### config.mk
export PLATFORM = sky130hd
export DESIGN_NAME = wdt_pulse_ctrl
export DESIGN_NICKNAME = d
export VERILOG_FILES = /design/src/rtl/wdt_pkg.sv /design/src/rtl/wdt_regs.sv /design/src/rtl/wdt_counter.sv /design/src/rtl/wdt_pulse.sv /design/src/rtl/wdt_pulse_ctrl.sv
export SDC_FILE = /design/constraint.sdc
export NUM_CORES = 1
export LEC_CHECK = 0
export BUFFER_PORTS_ARGS = -buffer_cell sky130_fd_sc_hd__buf_2
export CAP_MARGIN = 0
export CORE_MARGIN = 3
export CORE_UTILIZATION = 40
export CTS_CLUSTER_SIZE = 10
export DETAILED_ROUTE_END_ITERATION = 8
export PLACE_DENSITY = 0.67
export SETUP_SLACK_MARGIN = 0.2
export SLEW_MARGIN = 15
export SYNTH_ARGS = -nofsm -noshare
export SYNTH_HDL_FRONTEND = slang
export SYNTH_SLANG_ARGS = --single-unit
export TNS_END_PERCENT = 5
### constraint.sdc
create_clock -name clk -period 2.45 [get_ports clk]
set_input_delay 0.245 -clock clk [delete_from_list [all_inputs] [get_ports clk]]
set_output_delay 0.245 -clock clk [all_outputs]
set_load 0.02 [all_outputs]
### src/rtl/wdt_pkg.sv
package wdt_pkg;
  localparam logic [7:0] OFS_COUNT  = 8'h00;
  localparam logic [7:0] OFS_RELOAD = 8'h04;
  localparam logic [7:0] OFS_KICK   = 8'h08;
  localparam logic [7:0] OFS_CTRL   = 8'h0C;
  localparam logic [7:0] OFS_PULSE  = 8'h18;

  localparam logic [31:0] KICK_KEY = 32'h0000_4755;

  localparam logic [7:0] KEY_LEVEL_HIGH = 8'hA5;
  localparam logic [7:0] KEY_LEVEL_LOW  = 8'h5A;
  localparam logic [7:0] KEY_PUSH_PULL  = 8'hA8;
  localparam logic [7:0] KEY_OPEN_DRAIN = 8'h8A;

  typedef struct packed {
    logic level_high;
    logic push_pull;
  } pad_mode_t;

  // New pad mode after a write whose top byte is key
  function automatic pad_mode_t apply_key(pad_mode_t cur, logic [7:0] key);
    pad_mode_t nxt;
    nxt = cur;
    case (key)
      KEY_LEVEL_HIGH: nxt.level_high = 1'b1;
      KEY_LEVEL_LOW:  nxt.level_high = 1'b0;
      KEY_PUSH_PULL:  nxt.push_pull  = 1'b1;
      KEY_OPEN_DRAIN: nxt.push_pull  = 1'b0;
      default:        nxt = cur;
    endcase
    return nxt;
  endfunction

  function automatic logic pad_level(logic active, logic level_high);
    return active ? level_high : ~level_high;
  endfunction

  function automatic logic pad_enable(logic active, logic push_pull);
    return push_pull | active;
  endfunction
endpackage

### src/rtl/wdt_regs.sv
module wdt_regs
  import wdt_pkg::*;
#(
  parameter int ADDR_W     = 8,
  parameter int CNT_W      = 32,
  parameter int PW_W       = 20,
  parameter logic [CNT_W-1:0] RELOAD_RST = '0,
  parameter logic [PW_W-1:0]  PW_RST     = '0
) (
  input  logic              clk,
  input  logic              rst_n,
  input  logic              wr_en,
  input  logic [ADDR_W-1:0] addr,
  input  logic [31:0]       wdata,
  output logic [CNT_W-1:0]  reload,
  output logic              ctrl_en,
  output logic              ctrl_sysrst,
  output logic [PW_W-1:0]   pulse_len,
  output pad_mode_t         mode,
  output logic              kick,
  output logic              pulse_wr
);
  logic reload_wr, ctrl_wr;

  assign reload_wr = wr_en && (addr == ADDR_W'(OFS_RELOAD));
  assign ctrl_wr   = wr_en && (addr == ADDR_W'(OFS_CTRL));
  assign pulse_wr  = wr_en && (addr == ADDR_W'(OFS_PULSE));
  assign kick      = wr_en && (addr == ADDR_W'(OFS_KICK)) && (wdata == KICK_KEY);

  always_ff @(posedge clk or negedge rst_n) begin
    if (!rst_n) begin
      reload      <= RELOAD_RST;
      ctrl_en     <= 1'b0;
      ctrl_sysrst <= 1'b0;
      pulse_len   <= PW_RST;
      mode        <= '{level_high: 1'b0, push_pull: 1'b0};
    end else begin
      if (reload_wr) reload <= wdata[CNT_W-1:0];
      if (ctrl_wr) begin
        ctrl_en     <= wdata[0];
        ctrl_sysrst <= wdata[1];
      end
      if (pulse_wr) begin
        pulse_len <= wdata[PW_W-1:0];
        mode      <= apply_key(mode, wdata[31:24]);
      end
    end
  end
endmodule

### src/rtl/wdt_counter.sv
module wdt_counter #(
  parameter int CNT_W = 32,
  parameter logic [CNT_W-1:0] RELOAD_RST = '0
) (
  input  logic             clk,
  input  logic             rst_n,
  input  logic             tick,
  input  logic             enable,
  input  logic             kick,
  input  logic [CNT_W-1:0] reload,
  output logic [CNT_W-1:0] count,
  output logic             expire
);
  logic at_zero;

  assign at_zero = (count == '0);
  assign expire  = enable && tick && at_zero && !kick;

  always_ff @(posedge clk or negedge rst_n) begin
    if (!rst_n)               count <= RELOAD_RST;
    else if (kick)            count <= reload;
    else if (enable && tick)  count <= at_zero ? reload : count - 1'b1;
  end
endmodule

### src/rtl/wdt_pulse.sv
module wdt_pulse
  import wdt_pkg::*;
#(
  parameter int PW_W = 20
) (
  input  logic            clk,
  input  logic            rst_n,
  input  logic            tick,
  input  logic            expire,
  input  logic            sysrst_en,
  input  logic [PW_W-1:0] pulse_len,
  input  pad_mode_t       mode,
  output logic            pulse_active,
  output logic            rst_req,
  output logic            pad_out,
  output logic            pad_oe
);
  logic [PW_W-1:0] remain;

  always_ff @(posedge clk or negedge rst_n) begin
    if (!rst_n) begin
      pulse_active <= 1'b0;
      remain       <= '0;
      rst_req      <= 1'b0;
    end else begin
      rst_req <= expire && sysrst_en;
      if (expire) begin
        pulse_active <= 1'b1;
        remain       <= pulse_len;
      end else if (tick && pulse_active) begin
        if (remain == '0) pulse_active <= 1'b0;
        else              remain <= remain - 1'b1;
      end
    end
  end

  assign pad_out = pad_level(pulse_active, mode.level_high);
  assign pad_oe  = pad_enable(pulse_active, mode.push_pull);
endmodule

### src/rtl/wdt_pulse_ctrl.sv
module wdt_pulse_ctrl
  import wdt_pkg::*;
#(
  parameter int ADDR_W = 8,
  parameter int CNT_W  = 32,
  parameter int PW_W   = 20,
  parameter logic [CNT_W-1:0] RELOAD_RST = 32'h0000_1000,
  parameter logic [PW_W-1:0]  PW_RST     = 20'hFF
) (
  input  logic              clk,
  input  logic              rst_n,
  input  logic              tick_1m,
  input  logic              bus_wr,
  input  logic [ADDR_W-1:0] bus_addr,
  input  logic [31:0]       bus_wdata,
  output logic [31:0]       bus_rdata,
  output logic              pad_out,
  output logic              pad_oe,
  output logic              rst_req
);
  localparam int DATA_W = 32;

  logic [CNT_W-1:0] reload, count;
  logic [PW_W-1:0]  pulse_len;
  logic             ctrl_en, ctrl_sysrst, kick, pulse_wr, expire, pulse_active;
  pad_mode_t        mode;
  logic             level_high, drive_pp;

  assign level_high = mode.level_high;
  assign drive_pp   = mode.push_pull;

  wdt_regs #(
    .ADDR_W(ADDR_W), .CNT_W(CNT_W), .PW_W(PW_W),
    .RELOAD_RST(RELOAD_RST), .PW_RST(PW_RST)
  ) u_regs (
    .clk(clk), .rst_n(rst_n), .wr_en(bus_wr), .addr(bus_addr), .wdata(bus_wdata),
    .reload(reload), .ctrl_en(ctrl_en), .ctrl_sysrst(ctrl_sysrst),
    .pulse_len(pulse_len), .mode(mode), .kick(kick), .pulse_wr(pulse_wr)
  );

  wdt_counter #(.CNT_W(CNT_W), .RELOAD_RST(RELOAD_RST)) u_counter (
    .clk(clk), .rst_n(rst_n), .tick(tick_1m), .enable(ctrl_en), .kick(kick),
    .reload(reload), .count(count), .expire(expire)
  );

  wdt_pulse #(.PW_W(PW_W)) u_pulse (
    .clk(clk), .rst_n(rst_n), .tick(tick_1m), .expire(expire),
    .sysrst_en(ctrl_sysrst), .pulse_len(pulse_len), .mode(mode),
    .pulse_active(pulse_active), .rst_req(rst_req),
    .pad_out(pad_out), .pad_oe(pad_oe)
  );

  always_comb begin
    bus_rdata = '0;
    if (bus_addr == ADDR_W'(OFS_COUNT)) begin
      bus_rdata[CNT_W-1:0] = count;
    end else if (bus_addr == ADDR_W'(OFS_RELOAD)) begin
      bus_rdata[CNT_W-1:0] = reload;
    end else if (bus_addr == ADDR_W'(OFS_CTRL)) begin
      bus_rdata[1:0] = {ctrl_sysrst, ctrl_en};
    end else if (bus_addr == ADDR_W'(OFS_PULSE)) begin
      bus_rdata[DATA_W-1]   = level_high;
      bus_rdata[DATA_W-2]   = drive_pp;
      bus_rdata[PW_W-1:0]   = pulse_len;
    end
  end
endmodule

==> Word level (Yosys, flattened, before mapping) <==
Index checks and enable logic that the tools add are counted.
{ "op_classes": {"n_addsub": 2, "multipliers": 0, "n_div": 0, "n_lt_le_gt_ge": 0, "n_eq_ne": 10, "shift": 0, "mux": 21, "bitwise_logic": 2, "n_reduce_logical": 23} }
{ "ops": {"columns": ["cell", "count"], "rows": [
  ["$mux W32", 4],
  ["$mux W20", 5],
  ["$eq A32 B15 Y1 const B", 1],
  ["$logic_not A32 Y1", 1],
  ["$sub A32 B1 Y32 const B", 1],
  ["$eq A8 B8 Y1 const B", 3],
  ["$logic_not A20 Y1", 1],
  ["$sub A20 B1 Y20 const B", 1],
  ["$mux W18", 1],
  ["$eq A8 B4 Y1 const B", 2],
  ["$logic_and A1 B1 Y1", 10],
  ["$mux W10", 1],
  ["$reduce_bool A2 Y1", 5],
  ["$eq A8 B3 Y1 const B", 1],
  ["$eq A8 B5 Y1 const B", 1],
  ["$eq A8 B7 Y1 const B", 1],
  ["$logic_not A8 Y1", 1],
  ["$mux W2", 4],
  ["$reduce_and A2 Y1", 4],
  ["$mux W1", 4],
  ["$pmux W1 S2", 2],
  ["$ne A2 B1 Y1 const B", 1],
  ["$logic_not A1 Y1", 1],
  ["$not A1 Y1", 1],
  ["$or A1 B1 Y1", 1]
]} }
{ "word_totals": {"ff_bits": 110, "latchBits": 0, "ram_bits": 0, "mem_bits_ro": 0, "inputBits": 44, "out_inout_bits": 35, "elab_cells": 68, "n_memories": 0} }

==> Depth between registers and ports, before layout <==
Gate-level depths: netlist (run 1).
{ "depth": {"word_depth": 7, "mapped_depth": 10} }

==> Hierarchy <==
From an unflattened synthesis (run 1), not the netlist that was laid out.
{ "hier_totals": {"cells_unflattened": 756, "area_unflattened_um2": 6966.7} }
{ "by_module_without_submodules": {"columns": ["mod", "instances", "cells_each", "area_each_um2"], "rows": [
  ["wdt_regs", 1, 190, 2307.2],
  ["wdt_counter", 1, 269, 2304.7],
  ["wdt_pulse", 1, 166, 1437.6],
  ["wdt_pulse_ctrl", 1, 131, 917.1]
]} }

==> Worst setup path after synthesis (run 1) <==
OpenSTA, ideal clock, no wires.
{ "synth_timing": {"path_type": "flip-flop to flip-flop", "from": "register u_counter.count[25]", "to": "register u_counter.count[23]", "setup_time_ns": 0.124, "t_arrival_ns": 2.394, "t_required_ns": 2.326, "setup_slack_ns": -0.068, "path_stages_with_launch": 8, "path_cell_list": "dfrtp_1 > or4_4 > or4b_4 > nor4_4 > or2_1 > buf_6 > nor4_1 > a211o_1"} }
{ "synth_via": {"elab_chain_cells": 4} }
{ "synth_lines": {"columns": ["item", "line", "rtl"], "rows": [
  ["start: declaration", "wdt_counter.sv:11", "output logic [CNT_W-1:0] count,"],
  ["start signal: assignment", "wdt_counter.sv:21", "else if (kick) count <= reload;"],
  ["start signal: assignment", "wdt_counter.sv:22", "else if (enable && tick) count <= at_zero ? reload : count - 1'b1;"],
  ["$logic_not A32 Y1", "wdt_counter.sv:16", "assign at_zero = (count == '0);"],
  ["$mux W32 (2 in a row)", "wdt_counter.sv:22", null],
  ["$mux W32", "wdt_counter.sv:21", null]
]} }
Every way passes these cells. The select of a mux whose other input is x is not followed.
A chain may end at the register's enable or synchronous reset.

==> Final worst setup path (run 1) <==
{ "layout_timing": {"from": "register u_counter.count[9]", "to": "register u_counter.count[29]"} }
{ "layout_via": {"elab_chain_cells": 4, "word_cells_on_any_way": 5} }
{ "layout_lines": {"columns": ["item", "line"], "rows": [
  ["$sub A32 B1 Y32 / $logic_not A32 Y1 (equally long branches)", "wdt_counter.sv:22, wdt_counter.sv:16"],
  ["$mux W32 * (2 in a row)", "wdt_counter.sv:22"],
  ["$mux W32 *", "wdt_counter.sv:21"]
]} }
Every way passes the cells marked *; elsewhere a longest branch is shown, timed or not. The select of a mux whose other input is x is not followed.

==> flow_summary_export.csv, run 1 <==
group,metric,value,unit
sta,holdWs,125.1,ps
logic_synthesis,synthesis.area,5992,sq um
clock_network,cts_tree,"yes",
die,coreArea,14590,sq um
routing,post-route-drc-count,0,
routing,avgRoutedWirePerCell,19.89,um
grt,grt_overflow,0,
clock_network,root_buffer,"clkbuf_16",
placed_design,post-dp-hpwl,12.75,mm
grt,antenna_found_initial,0,
routing,drt-total-wl,18.00,mm
die,die_w,128.4,um
clock_network,clk_pin_slew_worst_paths,80,ps
routing,vias,5409,
logic_synthesis,yosysWarnings,0,
clock_network,clockBufferDepth,2,
logic_synthesis,seq_area_frac_synth,46.15,%
worst_setup_path,startpoint,"u_counter.count[9]",
die,die_area,16480,sq um
worst_setup_path,cp.required,2700,ps
worst_setup_path,rr_startpoint,"u_counter.count[9]",
sta,finalCriticalPeriod,2383,ps
logic_synthesis,syn_nets,658,
die,ios,79,
routing,viasPerCell,5.977,
clock_network,clkLatencyLatePin,360,ps
logic_synthesis,ys_async_sr_fraction,100.0,%
sta,setup_viol,0,
layout,area_growth,23.14,%
placed_design,gp_congestion,0.9985,
layout,fin_cells,905,
die,fp.dieH,128.4,um
grt,grtUsageTotal,21.79,%
layout,final_nets,763,
placed_design,dp.cells,885,
layout,multiInputGateArea,3161,sq um
grt,grt_max_degree,62,
sta,clock_skew,7.237,ps
sta,tightest_slew,662.4,ps
sta,slew_viol_final,0,
worst_setup_path,r2r-end,"u_counter.count[29]",
worst_setup_path,ff2ff_path_depth,6,
clock_network,clock-sinks,110,
power,ir_drop,0.4808,mV
layout,diodes,0,
logic_synthesis,synth_edf_count,0,
worst_setup_path,reg2reg_slack,70,ps
logic_synthesis,ys_types,58,
layout,seqCellArea,2765,sq um
layout,drive_above_1_share,33.01,%
logic_synthesis,synth_flop_cell,"dfrtp_1",
worst_setup_path,crit_path_start_kind,"flip-flop",
worst_setup_path,path_max_fanout,6,
placed_design,port_buffers,78,
power,p_per_area,695.2,nW/um^2
worst_setup_path,cp-end-kind,"flip-flop",
logic_synthesis,synth_seq_cells,110,
grt,grt_pass1_wl,28.43,mm
layout,n_fill_cell,1333,
die,rows,44,
worst_setup_path,crit_arrival,2640,ps
routing,ant_nets,0,
die,start_util,41.07,%
routing,drtIter0Drc,703,
logic_synthesis,syn_area_per_cell,9.807,sq um
worst_setup_path,critPathKind,"reg2reg",
sta,clock.fmax,419.6,MHz
power,power_leakage,3.665,nW
grt,grt_pass1_vias,5450,
sta,finalHoldViolations,0,
sta,rsz0062_at_grt,"yes",
logic_synthesis,syn_inst,611,
worst_hold_path,hp-class,"in2reg",
worst_setup_path,cp-endpoint,"u_counter.count[29]",
clock_network,htreeDepth,3,
clock_network,cts_buffers,9,
routing,dr.pass1.iters,6,
sta,fin_crit_sh,97.28,%
sta,slew_headroom,55.74,%
job,maxCapViolations,0,
outcome,status,"completed",
## sequential cells by signal, indices dropped and copies added, names as in the netlist
| register | cells |
|---|---|
| u_counter.count | 32 |
| u_pulse.pulse_active | 1 |
| u_pulse.remain | 20 |
| u_pulse.rst_req | 1 |
| u_regs.ctrl_en | 1 |
| u_regs.ctrl_sysrst | 1 |
| u_regs.mode | 2 |
| u_regs.pulse_len | 20 |
| u_regs.reload | 32 |
## metrics by stage
step | power (mW) | setup TNS [ps] | worst slack (ps) | area [sq um] | utilization [%]
floorplan | 2.882 | 0 | 22.95 | 5992 | -
global placement | 3.439 | -22.29 | -22.29 | 6882 | 47.17
detailed placement | 3.478 | -205.3 | -109.3 | 6882 | 47.17
CTS | 5.049 | 0 | 83.22 | 7256 | 49.73
global route | 5.364 | -63.54 | -34.55 | 7378 | 50.57
finish | 5.130 | 0 | 66.54 | 7378 | 50.57
## what timing repair did
| action | CTS | global route |
|---|---|---|
| endpoints found under the setup margin | 53 | 55 |
| hold buffers | 1 | 0 |
| hold endpoints to repair | 30 | 0 |
| pin swaps | 3 | 19 |
| setup buffers | 3 | 0 |
| resized for setup | 8 | 25 |
## cells by family after synthesis
logic type	count (synthesis)	share of synthesized area (%)
muxes	54	10.15
and+or+nand+nor	227	19.80
DFF	110	46.15
xor gates and xnor gates	34	4.970
buffers and inverters	57	3.738
adders and majority gates	3	0.6265
AOI/OAI and AO/OA	126	14.58
## critical path: stages (launching register included)
cell and delay, ps:
dfrtp_1 470, nor4_1 500, nand3b_1 200, or2_2 390, o31ai_1 350, o41ai_1 160, o22a_1 220
## layout by cell type, fill, tap and decap left out, types with 5 or more instances in the layout
cell       synthesis  final
mux2_2            54     54
nand4_1            8      8
dfrtp_1          100    100
a22o_1            11     11
clkbuf_16          0      9
xnor2_1           20     20
a222oi_1          20     20
a21oi_1           43     40
xor2_1            14     14
nand3_1           14     12
inv_1             27     27
nor2_1            70     68
nor3_1            23     19
o21ai_0           17     17
nand2_1           39     37
buf_4              0     38
and3_1             6      6
dfstp_2           10     10
nor4_1            19     14
buf_12             0      5
buf_2              2     77
## per-layer routing
layer  vias up  routed length (um)  global-route usage, %
met4         0                 504                  9.551
met2       225                8494                  34.11
met3        38                1024                  2.864
met5         -                   0                      0
li1       2481                   -                      -
met1      2665                7973                  30.38
## how the worst min path moves through the flow
| stage | from | end | slack [ps] | cells after the start |
|---|---|---|---|---|
| finish | bus_wdata[20] | u_regs.reload[20] | 130 | 2 |
| global route | bus_wdata[20] | u_regs.reload[20] | 130 | 2 |
| CTS | bus_wdata[20] | u_regs.reload[20] | 120 | 2 |
| detailed placement | rst_n | u_pulse.remain[9] | 250 | 1 |
| global placement | rst_n | u_pulse.remain[9] | 250 | 1 |
| floorplan | rst_n | u_counter.count[0] | -50 | 0 |
## power breakdown
group,total (mW),internal (mW),switching [mW]
sequential,2.21,1.99,0.220
combinational,1.39,0.633,0.757
clock,1.53,0.808,0.721
total,5.13,3.43,1.70
## layout make-up
cell class                 instances  share of cell area [%]
tap                              184                   3.120
inverter                          27                   1.374
multi-input combinational        444                   42.84
clock buffer                       9                   3.052
sequential                       110                   37.48
clock inverter                     7                   1.102
timing repair buffer             124                   11.04
## synth_stat cells, types with 2 or more instances
master    instances  area [sq um]
a21o_1            2         15.01
a21oi_1          43         215.2
a222oi_1         20         200.2
a22o_1           11         96.34
a22oi_1           4         30.03
a31oi_1           3         18.77
and2_1            4         25.02
and3_1            6         37.54
and4_1            4         35.03
buf_1             5         18.77
buf_2             2         10.01
clkbuf_1         22         82.58
dfrtp_1         100          2502
dfstp_2          10         262.8
ha_1              3         37.54
inv_1            27         101.4
mux2_2           54         608.1
nand2_1          39         146.4
nand2b_1          3         18.77
nand3_1          14         70.07
nand3b_1          2         15.01
nand4_1           8         50.05
nand4b_1          3         26.28
nor2_1           70         262.8
nor2b_1           4         25.02
nor3_1           23         115.1
nor4_1           19         118.9
nor4b_1           2         17.52
nor4bb_1          3         30.03
o211ai_1          2         15.01
o21a_1            3         22.52
o21ai_0          17         85.08
o22ai_1           4         25.02
o31ai_1           5         37.54
o41ai_1           3         26.28
or2_2             3         18.77
or3_1             5         31.28
or4_1             7         52.55
xnor2_1          20         175.2
xor2_1           14         122.6
Power figures use the tool's default switching activity.
==> inputs of run 2 (changes only) <==
ABC_AREA = 1   (was default)
PLACE_DENSITY = 0.66   (was 0.67)
==> flow_summary_export.csv, run 2 <==
group,metric,value,unit
clock_network,clk_pin_slew_worst_paths,70,ps
clock_network,clkLatencyLatePin,360,ps
worst_setup_path,reg2reg_slack,370,ps
worst_setup_path,crit_arrival,1890,ps
layout,area_growth,12.50,%
logic_synthesis,synth_seq_cells,110,
grt,grt_max_degree,65,
logic_synthesis,syn_inst,1081,
power,power_leakage,4.359,nW
routing,dr.pass1.iters,5,
die,ios,79,
layout,layout.cells.most_common,"nand2_1",
logic_synthesis,synth_top_area_cell,"dfrtp_1",
layout,final_nets,1197,
sta,clock.fmax,469.2,MHz
clock_network,clockBufferDepth,2,
power,p_per_area,512.4,nW/um^2
power,p_sw_share,30.03,%
sta,clock_skew,9.751,ps
placed_design,gp_congestion,0.8982,
clock_network,postCtsSetupBuffers,0,
die,coreArea,18090,sq um
logic_synthesis,yosys-top-cells-area,"dfrtp_1, nand2_1, nand3_1, inv_1, nor2_1",
worst_setup_path,max_stage_delay,270,ps
die,die_area,20220,sq um
clock_network,cts_tree,"yes",
placed_design,post-dp-hpwl,16.97,mm
layout,diodes,0,
layout,drive_above_1_share,14.11,%
worst_hold_path,hp-class,"in2reg",
layout,layout_common_cells,"nand2_1, nand3_1, inv_1, nor2_1, dfrtp_1",
die,die_w,142.2,um
worst_setup_path,cp-end-kind,"output pin",
layout,fin_area,8347,sq um
clock_network,root_buffer,"clkbuf_16",
power,power.share.combinational,18.0,%
layout,n_fill_cell,1863,
grt,grt_overflow,0,
job,maxCapViolations,0,
logic_synthesis,synth_flop_cell,"dfrtp_1",
worst_setup_path,crit_path_start_kind,"input pin",
grt,grt_pass1_wl,36.57,mm
layout,reg_top3,"u_counter.count x32, u_regs.reload x32",
placed_design,port_buffers,78,
die,rows,49,
routing,drt-total-wl,22.27,mm
logic_synthesis,synth.top_cell.area_share,33.73,%
routing,drtIter0Drc,698,
sta,setup_viol,0,
power,ir_drop,0.4048,mV
logic_synthesis,synth_most_common_cell,"nand2_1",
worst_setup_path,crit_chain,"buf_2, nor2_2, inv_1, nor2_2, nand3_2, inv_4, buf_4, nand3_1, a22oi_1, buf_2",
logic_synthesis,synth_commonest_cells,"nand2_1, nand3_1, inv_1, nor2_1, dfrtp_1",
routing,avgRoutedWirePerCell,16.09,um
sta,tightest_slew,657.3,ps
power,p_sw,1.285,mW
sta,fin_crit_sh,86.99,%
logic_synthesis,syn_nets,1128,
worst_setup_path,path_max_fanout,10,
grt,grtUsageTotal,22.61,%
die,fp.dieH,142.2,um
routing,vias,7397,
placed_design,postPlaceCellArea,8031,sq um
grt,antenna_found_initial,0,
logic_synthesis,ys_async_sr_fraction,100.0,%
power,internal-power,2.993,mW
clock_network,clock-sinks,110,
logic_synthesis,synthesis.area,7420,sq um
outcome,status,"completed",
worst_setup_path,cp.required,2200,ps
power,p_seq_share,46.6,%
worst_setup_path,cp_slowest_cell,"a22oi_1",
routing,post-route-drc-count,0,
sta,finalHoldViolations,0,
grt,grt_pass1_vias,6847,
worst_setup_path,critPathKind,"in2out",
logic_synthesis,ys_types,39,
routing,ant_nets,0,
logic_synthesis,seq_area_frac_synth,37.27,%
logic_synthesis,yosysWarnings,0,
power,pwr-share-clk,35.4,%
die,start_util,41.02,%
sta,slew_viol_final,0,
sta,slew_headroom,56.18,%
logic_synthesis,synth_edf_count,0,
sta,rsz0062_at_grt,"yes",
logic_synthesis,syn_area_per_cell,6.864,sq um
clock_network,htreeDepth,3,
clock_network,cts_buffers,9,
routing,viasPerCell,5.345,
sta,fin_tns_setup,0,ps
sta,finalCriticalPeriod,2131,ps
-- run 2: cell types whose count changed in the layout (fill, tap and decap cells not counted), moves of 15 or more --
cell / previous run / this run
a22oi_1: 4 / 19
nand3_1: 12 / 139
nand4_1: 8 / 40
o21ai_0: 17 / 63
nor2_1: 68 / 113
nand2_1: 37 / 276
a222oi_1: 20 / 0
inv_1: 27 / 139
mux2_2: 54 / 0
-- run 2: worst paths after layout --
path                                       end  cells past startpoint                from
setup / recovery                 bus_rdata[11]                     10         bus_addr[1]
min in group asynchronous   u_pulse.remain[12]                      2               rst_n
setup reg to reg           u_counter.count[30]                      9  u_counter.count[0]
hold / removal                  u_regs.mode[1]                      2       bus_wdata[30]
hold reg to reg               u_regs.reload[1]                      2    u_regs.reload[1]
max in group asynchronous  u_regs.pulse_len[0]                      3               rst_n
-- run 2: logic make-up (layout without fill, tap and decap cells) --
group           Yosys count  count (layout)  synth area share, %
flops                   110             110                37.27
buf+inv                 191             265                11.42
simple gates            622             622                38.23
compound gates          133             133                9.983
xor+xnor                 22              22                2.597
fa+ha+maj                 3               3               0.5060
-- run 2: final cells by class --
cell class	instances	area, sq um	area share (%)
inverters	143	539.3	6.461
flip-flops and latches	110	2765	33.13
clock buffers	13	250.2	2.998
multi-input cells	780	3815	45.71
well taps	229	286.5	3.433
repair buffers	106	646.9	7.750
clock inverters	3	43.79	0.5247
-- run 2: metrics by stage --
step | hold slack [ps] | utilization (%) | total power [mW] | instances | setup slack [ps]
2_1_floorplan | -50.59 | - | 2.516 | 1081 | 662.3
3_3_place_gp | 305.1 | 44.41 | 2.778 | 1367 | 222.6
3_5_place_dp | 305.9 | 44.41 | 2.785 | 1367 | 206.8
4_1_cts | 104.1 | 46.09 | 4.304 | 1384 | 264.8
5_1_grt | 113.5 | 46.15 | 4.491 | 1384 | 192.3
6_report | 118.6 | 46.15 | 4.277 | 1384 | 318.7
-- run 2: power by group through the flow --
stage	Clock, mW	Sequential, mW	Combinational [mW]
final	1.52	1.99	0.770
after global routing	1.62	2.00	0.865
after CTS	1.55	1.99	0.768
after detailed placement	0	2.02	0.761
after global placement	0	2.02	0.755
after floorplan	0	2.00	0.517
-- run 2: worst max-delay path: cells and delay by family --
kind / cells / cell delay [ps]
compound gates: 1 / 270
buf+inv: 5 / 780
simple gates: 4 / 580
-- run 2: layer usage --
layer | wire length (um) | GRT usage (%) | vias up | share of wire (%)
li1 | - | - | 3650 | -
met1 | 10710 | 34.38 | 3477 | 48
met2 | 9674 | 33.37 | 251 | 43
met3 | 1540 | 3.864 | 19 | 6.9
met4 | 347 | 5.556 | 0 | 1.6
met5 | 0 | 0 | - | 0
-- run 2: timing repair --
action | in CTS | in global routing
hold buffers | 1 | 0
pin swaps | 0 | 0
hold endpoints to repair | 39 | 0
endpoints found under the setup margin | 1 | 7
gates resized for setup | 1 | 3
